$ cat src/rtl/insn_hint_pkg.sv
package insn_hint_pkg;

  localparam int unsigned ILEN    = 32;
  localparam int unsigned OPC_W   = 7;
  localparam int unsigned REG_W   = 5;
  localparam int unsigned F3_W    = 3;
  localparam int unsigned F7_W    = 7;
  localparam int unsigned ORD_W   = 4;   // fence set / mode width
  localparam int unsigned IMM_W   = F7_W + REG_W;

  localparam logic [OPC_W-1:0] OPC_LUI     = 7'b0110111;
  localparam logic [OPC_W-1:0] OPC_AUIPC   = 7'b0010111;
  localparam logic [OPC_W-1:0] OPC_IMM     = 7'b0010011;
  localparam logic [OPC_W-1:0] OPC_IMM_W   = 7'b0011011;
  localparam logic [OPC_W-1:0] OPC_REG     = 7'b0110011;
  localparam logic [OPC_W-1:0] OPC_REG_W   = 7'b0111011;
  localparam logic [OPC_W-1:0] OPC_ORDER   = 7'b0001111;

  localparam logic [F7_W-1:0]  F7_BASE     = 7'b0000000;
  localparam logic [F7_W-1:0]  F7_ALT      = 7'b0100000;
  localparam logic [ORD_W-1:0] SET_W_ONLY  = 4'b0001;

  typedef struct packed {
    logic [F7_W-1:0]  funct7;
    logic [REG_W-1:0] rs2;
    logic [REG_W-1:0] rs1;
    logic [F3_W-1:0]  funct3;
    logic [REG_W-1:0] rd;
    logic [OPC_W-1:0] opcode;
  } insn_fields_t;

  typedef struct packed {
    logic std_hint;
    logic cust_hint;
    logic rsv_enc;
  } hint_flags_t;

endpackage

$ cat src/rtl/hint_imm_class.sv
module hint_imm_class
  import insn_hint_pkg::*;
(
  input  insn_fields_t f,
  output hint_flags_t  flags
);

  logic             rd_zero;
  logic [IMM_W-1:0] imm12;
  logic [F7_W-2:0]  hi6;
  logic             hi6_left_ok;
  logic             hi6_right_ok;

  assign rd_zero      = (f.rd == '0);
  assign imm12        = {f.funct7, f.rs2};
  assign hi6          = f.funct7[F7_W-1:1];
  assign hi6_left_ok  = (hi6 == F7_BASE[F7_W-1:1]);
  assign hi6_right_ok = hi6_left_ok || (hi6 == F7_ALT[F7_W-1:1]);

  always_comb begin
    flags = '0;
    unique case (f.opcode)
      OPC_LUI, OPC_AUIPC: flags.std_hint = rd_zero;
      OPC_IMM: begin
        unique case (f.funct3)
          3'b000:                 flags.std_hint  = rd_zero && ((f.rs1 != '0) || (imm12 != '0));
          3'b100, 3'b110, 3'b111: flags.std_hint  = rd_zero;
          3'b010, 3'b011:         flags.cust_hint = rd_zero;
          3'b001:                 flags.cust_hint = rd_zero && hi6_left_ok;
          3'b101:                 flags.cust_hint = rd_zero && hi6_right_ok;
          default:                flags = '0;
        endcase
      end
      OPC_IMM_W: begin
        unique case (f.funct3)
          3'b000: flags.std_hint = rd_zero;
          3'b001: begin
            flags.rsv_enc   = hi6_left_ok && f.funct7[0];
            flags.cust_hint = hi6_left_ok && !f.funct7[0] && rd_zero;
          end
          3'b101: begin
            flags.rsv_enc   = hi6_right_ok && f.funct7[0];
            flags.cust_hint = hi6_right_ok && !f.funct7[0] && rd_zero;
          end
          default: flags = '0;
        endcase
      end
      default: flags = '0;
    endcase
  end

endmodule

$ cat src/rtl/hint_reg_class.sv
module hint_reg_class
  import insn_hint_pkg::*;
(
  input  logic [OPC_W-1:0] opcode,
  input  logic [F3_W-1:0]  funct3,
  input  logic [F7_W-1:0]  funct7,
  input  logic [REG_W-1:0] rd,
  output hint_flags_t      flags
);

  logic rd_zero;
  logic f3_add_or_sr;
  logic f3_slt;

  assign rd_zero      = (rd == '0);
  assign f3_add_or_sr = (funct3 == 3'b000) || (funct3 == 3'b101);
  assign f3_slt       = (funct3 == 3'b010) || (funct3 == 3'b011);

  always_comb begin
    flags = '0;
    if (opcode == OPC_REG) begin
      if (funct7 == F7_BASE) begin
        flags.cust_hint = rd_zero && f3_slt;
        flags.std_hint  = rd_zero && !f3_slt;
      end else if (funct7 == F7_ALT) begin
        flags.std_hint  = rd_zero && f3_add_or_sr;
      end
    end else if (opcode == OPC_REG_W) begin
      if (funct7 == F7_BASE) begin
        flags.std_hint = rd_zero && (f3_add_or_sr || (funct3 == 3'b001));
      end else if (funct7 == F7_ALT) begin
        flags.std_hint = rd_zero && f3_add_or_sr;
      end
    end
  end

endmodule

$ cat src/rtl/hint_fence_class.sv
module hint_fence_class
  import insn_hint_pkg::*;
(
  input  insn_fields_t f,
  output hint_flags_t  flags
);

  logic [ORD_W-1:0] mode;
  logic [ORD_W-1:0] pred;
  logic [ORD_W-1:0] succ;
  logic             is_fence;
  logic             base_ok;
  logic             rd_z, rs_z;
  logic             case_src_only, case_dst_only, case_pred_empty, case_succ_empty, case_pause;

  assign mode     = f.funct7[F7_W-1 -: ORD_W];
  assign pred     = {f.funct7[F7_W-ORD_W-1:0], f.rs2[REG_W-1]};
  assign succ     = f.rs2[ORD_W-1:0];
  assign is_fence = (f.opcode == OPC_ORDER) && (f.funct3 == '0);
  assign base_ok  = is_fence && (mode == '0) && ((pred == '0) || (succ == '0));
  assign rd_z     = (f.rd == '0);
  assign rs_z     = (f.rs1 == '0);

  always_comb begin
    case_src_only   = base_ok && rd_z && !rs_z;
    case_dst_only   = base_ok && !rd_z && rs_z;
    case_pred_empty = base_ok && rd_z && rs_z && (pred == '0) && (succ != '0);
    case_succ_empty = base_ok && rd_z && rs_z && (succ == '0) && (pred != SET_W_ONLY);
    case_pause      = base_ok && rd_z && rs_z && (succ == '0) && (pred == SET_W_ONLY);
    flags           = '0;
    flags.std_hint  = case_src_only || case_dst_only || case_pred_empty ||
                      case_succ_empty || case_pause;
  end

endmodule

$ cat src/rtl/insn_hint_classifier.sv
module insn_hint_classifier
  import insn_hint_pkg::*;
(
  input  logic            clk,
  input  logic            rst,
  input  logic [ILEN-1:0] insn_i,
  output logic            hint_std_o,
  output logic            hint_custom_o,
  output logic            rsv_enc_o
);

  localparam logic [ILEN-1:0] NOP_WORD   = 32'h0000_0013;
  localparam logic [ILEN-1:0] PAUSE_WORD = 32'h0100_000F;

  insn_fields_t fld;
  hint_flags_t  imm_flags, reg_flags, ord_flags, next_flags;

  assign fld = insn_fields_t'(insn_i);

  hint_imm_class u_imm (
    .f     (fld),
    .flags (imm_flags)
  );

  hint_reg_class u_reg (
    .opcode (fld.opcode),
    .funct3 (fld.funct3),
    .funct7 (fld.funct7),
    .rd     (fld.rd),
    .flags  (reg_flags)
  );

  hint_fence_class u_ord (
    .f     (fld),
    .flags (ord_flags)
  );

  // opcodes are disjoint between the classifiers, so OR merges them
  assign next_flags = imm_flags | reg_flags | ord_flags;

  always_ff @(posedge clk) begin
    if (rst) begin
      hint_std_o    <= 1'b0;
      hint_custom_o <= 1'b0;
      rsv_enc_o     <= 1'b0;
    end else begin
      hint_std_o    <= next_flags.std_hint;
      hint_custom_o <= next_flags.cust_hint;
      rsv_enc_o     <= next_flags.rsv_enc;
    end
  end

  assert_flags_exclusive_R10: assert property (@(posedge clk) disable iff (rst)
    $onehot0({hint_std_o, hint_custom_o, rsv_enc_o}));

  assert_reset_clears_R1: assert property (@(posedge clk) disable iff (rst)
    $past(rst) |-> !(hint_std_o || hint_custom_o || rsv_enc_o));

  assert_rsv_word_shift_R6: assert property (@(posedge clk) disable iff (rst)
    rsv_enc_o |-> ($past(insn_i[6:0]) == OPC_IMM_W) && $past(insn_i[25]));

  assert_custom_rd_zero_R5: assert property (@(posedge clk) disable iff (rst)
    hint_custom_o |-> ($past(insn_i[11:7]) == '0));

  assert_nop_not_hint_R3: assert property (@(posedge clk) disable iff (rst)
    ($past(insn_i) == NOP_WORD) |-> !hint_std_o);

  assert_pause_std_R9: assert property (@(posedge clk) disable iff (rst)
    (!$past(rst) && ($past(insn_i) == PAUSE_WORD)) |-> hint_std_o);

endmodule

$ cat config.mk
export PLATFORM = sky130hd
export DESIGN_NAME = insn_hint_classifier
export DESIGN_NICKNAME = d
export VERILOG_FILES = /design/src/rtl/insn_hint_pkg.sv /design/src/rtl/hint_imm_class.sv /design/src/rtl/hint_reg_class.sv /design/src/rtl/hint_fence_class.sv /design/src/rtl/insn_hint_classifier.sv
export SDC_FILE = /design/constraint.sdc
export NUM_CORES = 1
export LEC_CHECK = 0
export BUFFER_PORTS_ARGS = -buffer_cell sky130_fd_sc_hd__buf_2
export CORE_AREA = 10 10 47 49
export DETAILED_ROUTE_END_ITERATION = 10
export DIE_AREA = 0 0 57 59
export PLACE_DENSITY = 0.74
export SETUP_SLACK_MARGIN = 0.5
export SKIP_LAST_GASP = 1
export SYNTH_ARGS = -nofsm -noshare
export SYNTH_HDL_FRONTEND = slang
export SYNTH_SLANG_ARGS = --single-unit
export TNS_END_PERCENT = 10
$ cat constraint.sdc
create_clock -name clk -period 1.35 [get_ports clk]
set_input_delay 0.135 -clock clk [delete_from_list [all_inputs] [get_ports clk]]
set_output_delay 0.135 -clock clk [all_outputs]
set_load 0.005 [all_outputs]
==> results.md <==
- Status: complete, no violations
- Achievable Freq: 931 MHz
- GRT Total Usage: 8.59%
- Die X: 57 µm
- Hold path endpoint: hint_std_o
- GRT overflow: 0
- Crit path kind: in2reg
- Input/output buffers: 36
- Yosys warns: 0
- Nets: 126
- Unrepaired setup endpoints after global routing: yes
- DRC errors left: 0
- Pre-CTS setup slack: -0.0282 ns
- Most congested layer reported by global routing: met2
- Htree depth: 1
- Avg Cell Area, Syn: 7.26 µm²
- Post-route ant nets: 0
- Period utilization: 79.6%
- Crit Path Max Fanout: 4
- Routed WL per cell: 13.3 µm
- Layout cells sized above 1: 54.9%
- Clk Tree Root Cell: clkbuf_4
- Die area: 3360 µm²
- Min Hold Slack: 0.0944 ns
- Comb power frac: 31.1%
- Post-CTS Setup Repair Bufs: 0
- CP Data Required Time: 1.50 ns
- Syn_nets: 84
- TritonCTS Buffers: 3
- Tmin final: 1.07 ns
- DRT iter0 DRCs: 5
- Via count: 535
- Clk pwr share: 44.5%
- WHS Path Cells: 2
- Die H: 59 µm
- Setup ws final: 0.276 ns
- CP max stage delay: 0.35 ns
- GP Congestion: 0.899
- Yosys top cell by area: dfxtp_1
- Grt met1 use: 8.88%
- Post-Route WL: 1.43 mm
- CTS max path bufs: 2
- CP dominant cell by count: o21bai_1
- CTS tree: yes
- Top post-synthesis cells by area: dfxtp_1, nor2_1, nand2_1
- P_leak: 0.275 nW
- DRT Pass-1 Iters: 3
- Clk sinks: 3
- Crit-path leading delay family: compound AO/OA/AOI/OAI gates
- Largest net degree at the start of global routing: 9
- Post-synth top area share: 16.6%
- I/O Pins: 37
- Slew @ Worst Pin: 0.289 ns
- Commonest non-fill, non-tap cell in the layout: buf_2
- Sequential group share of total power: 24.4%
- Initial antenna violation count: 0
- Post-synthesis cell type count: 23
- Crit path capture type: flop
- Post-Syn Instances: 50
- Crit path DAT: 1.22 ns
- Floorplan core area: 1400 µm²
- Vias per inst: 5.00
- GR Util met3: 3.86%
- Startpoint Class: input pin
- Antenna diodes: 0
- Area Growth Syn to Fin: 75.9%
- CP Cell Sequence: buf_2 -> nor2_1 -> o21bai_1 -> a2111oi_2 -> o21bai_1 -> a221oi_2
- Internal: 0.000259 W
- Most frequent cells in the layout: buf_2, nor2_1, nand2_1
- CP max stage cell: a2111oi_2
- Setup tns final: 0 ns
- Slew headroom: 80.5%
- Clock slew at reported path FFs: 0.04 ns
- Final hold violations: 0
- Seq/Total Area, Yosys: 16.6%
- Psw: 0.000106 W
- Vias in the first global route: 602
- MaxCap Viol Count: 0
- Power Density: 572 nW/µm²
- Global-route wire length before repair: 2.42 mm
- FF+latch count, synth: 3
- VDD IR max: 288 µV
- Fin. max-slew vios: 0
- Net Sw Frac: 29.0%
- DP HPWL: 1.26 mm
- Worst Hold Launch: rst
- Synthesized area: 363 µm²
- Cell row count: 14
- Initial Util: 25.9%
- Finish-stage setup viols: 0
- Layout Utilization: 45.5%
- Met2 Track Usage GR: 14.6%
- Hold Path Class: in2reg
- Buf+Inv Stages, Crit Path: 1
## synth_stat cells, drive strengths merged
| cell type | number |
|---|---|
| and3b | 1 |
| nor4 | 3 |
| a2111oi | 2 |
| and2 | 1 |
| nand3 | 4 |
| a221oi | 1 |
| a21oi | 3 |
| o21bai | 2 |
| dfxtp | 3 |
| a41oi | 1 |
| xnor2 | 1 |
| o21ai | 1 |
| nand3b | 1 |
| nor3b | 3 |
| and4b | 1 |
| nand2b | 3 |
| nor3 | 5 |
| nor2 | 7 |
| nand2 | 6 |
| nand4b | 1 |
## kinds of logic (layout without fill, tap and decap cells)
kind of cell,Yosys count,in the layout,share of synthesized area [%]
flip-flops,3,3,16.6
AO/OA/AOI/OAI,10,10,22.8
buffers and inverters,0,41,0
XOR/XNOR,1,1,2.41
AND/OR/NAND/NOR,36,36,58.3
## layer usage
metal / share of wire, % / wire, µm
met5: 0 / 0
met4: 1.2 / 17
met3: 13 / 181
met2: 47 / 672
met1: 39 / 555
## worst max path at each step
stage                     from            end  slack (ns)  cells past startpoint
floorplan            insn_i[2]     hint_std_o        0.23                      5
global placement    insn_i[21]     hint_std_o       -0.02                      6
detailed placement   insn_i[2]  hint_custom_o       -0.03                      6
CTS                 insn_i[14]     hint_std_o        0.27                      6
global route        insn_i[14]     hint_std_o        0.17                      6
finish              insn_i[30]     hint_std_o        0.28                      6
## registers in the layout (all words and copies together) (netlist names)
signal / flops
hint_custom_o: 1
hint_std_o: 1
rsv_enc_o: 1
## cell type report
cell class / instances / area, µm²
multi-input cells: 47 / 344
well taps: 16 / 20.0
flip-flops and latches: 3 / 60.1
clock buffers: 4 / 26.3
repair buffers: 37 / 188
fillers: 147 / 763
## power by group through the flow
stage	registers (W)	clock network (W)	logic, W
detailed placement	0.0000905	0	0.000105
finish	0.0000891	0.000162	0.000113
CTS	0.0000891	0.000167	0.000114
floorplan	0.0000905	0	0.0000346
global route	0.0000889	0.000175	0.000126
global placement	0.0000905	0	0.000102
## metrics by stage
step / power (W) / instances / instance area [µm²]
CTS: 0.000369 / 107 / 638
global route: 0.000390 / 107 / 638
global placement: 0.000193 / 103 / 583
finish: 0.000365 / 107 / 638
floorplan: 0.000125 / 50 / 375
detailed placement: 0.000196 / 103 / 583
## what timing repair did
item                       in CTS  in global routing
setup endpoints to repair       3                  3
hold buffers                    0                  0
resized for setup               5                  0
pin swaps                       2                  1
Note: power is estimated with default switching activity, not from simulation.
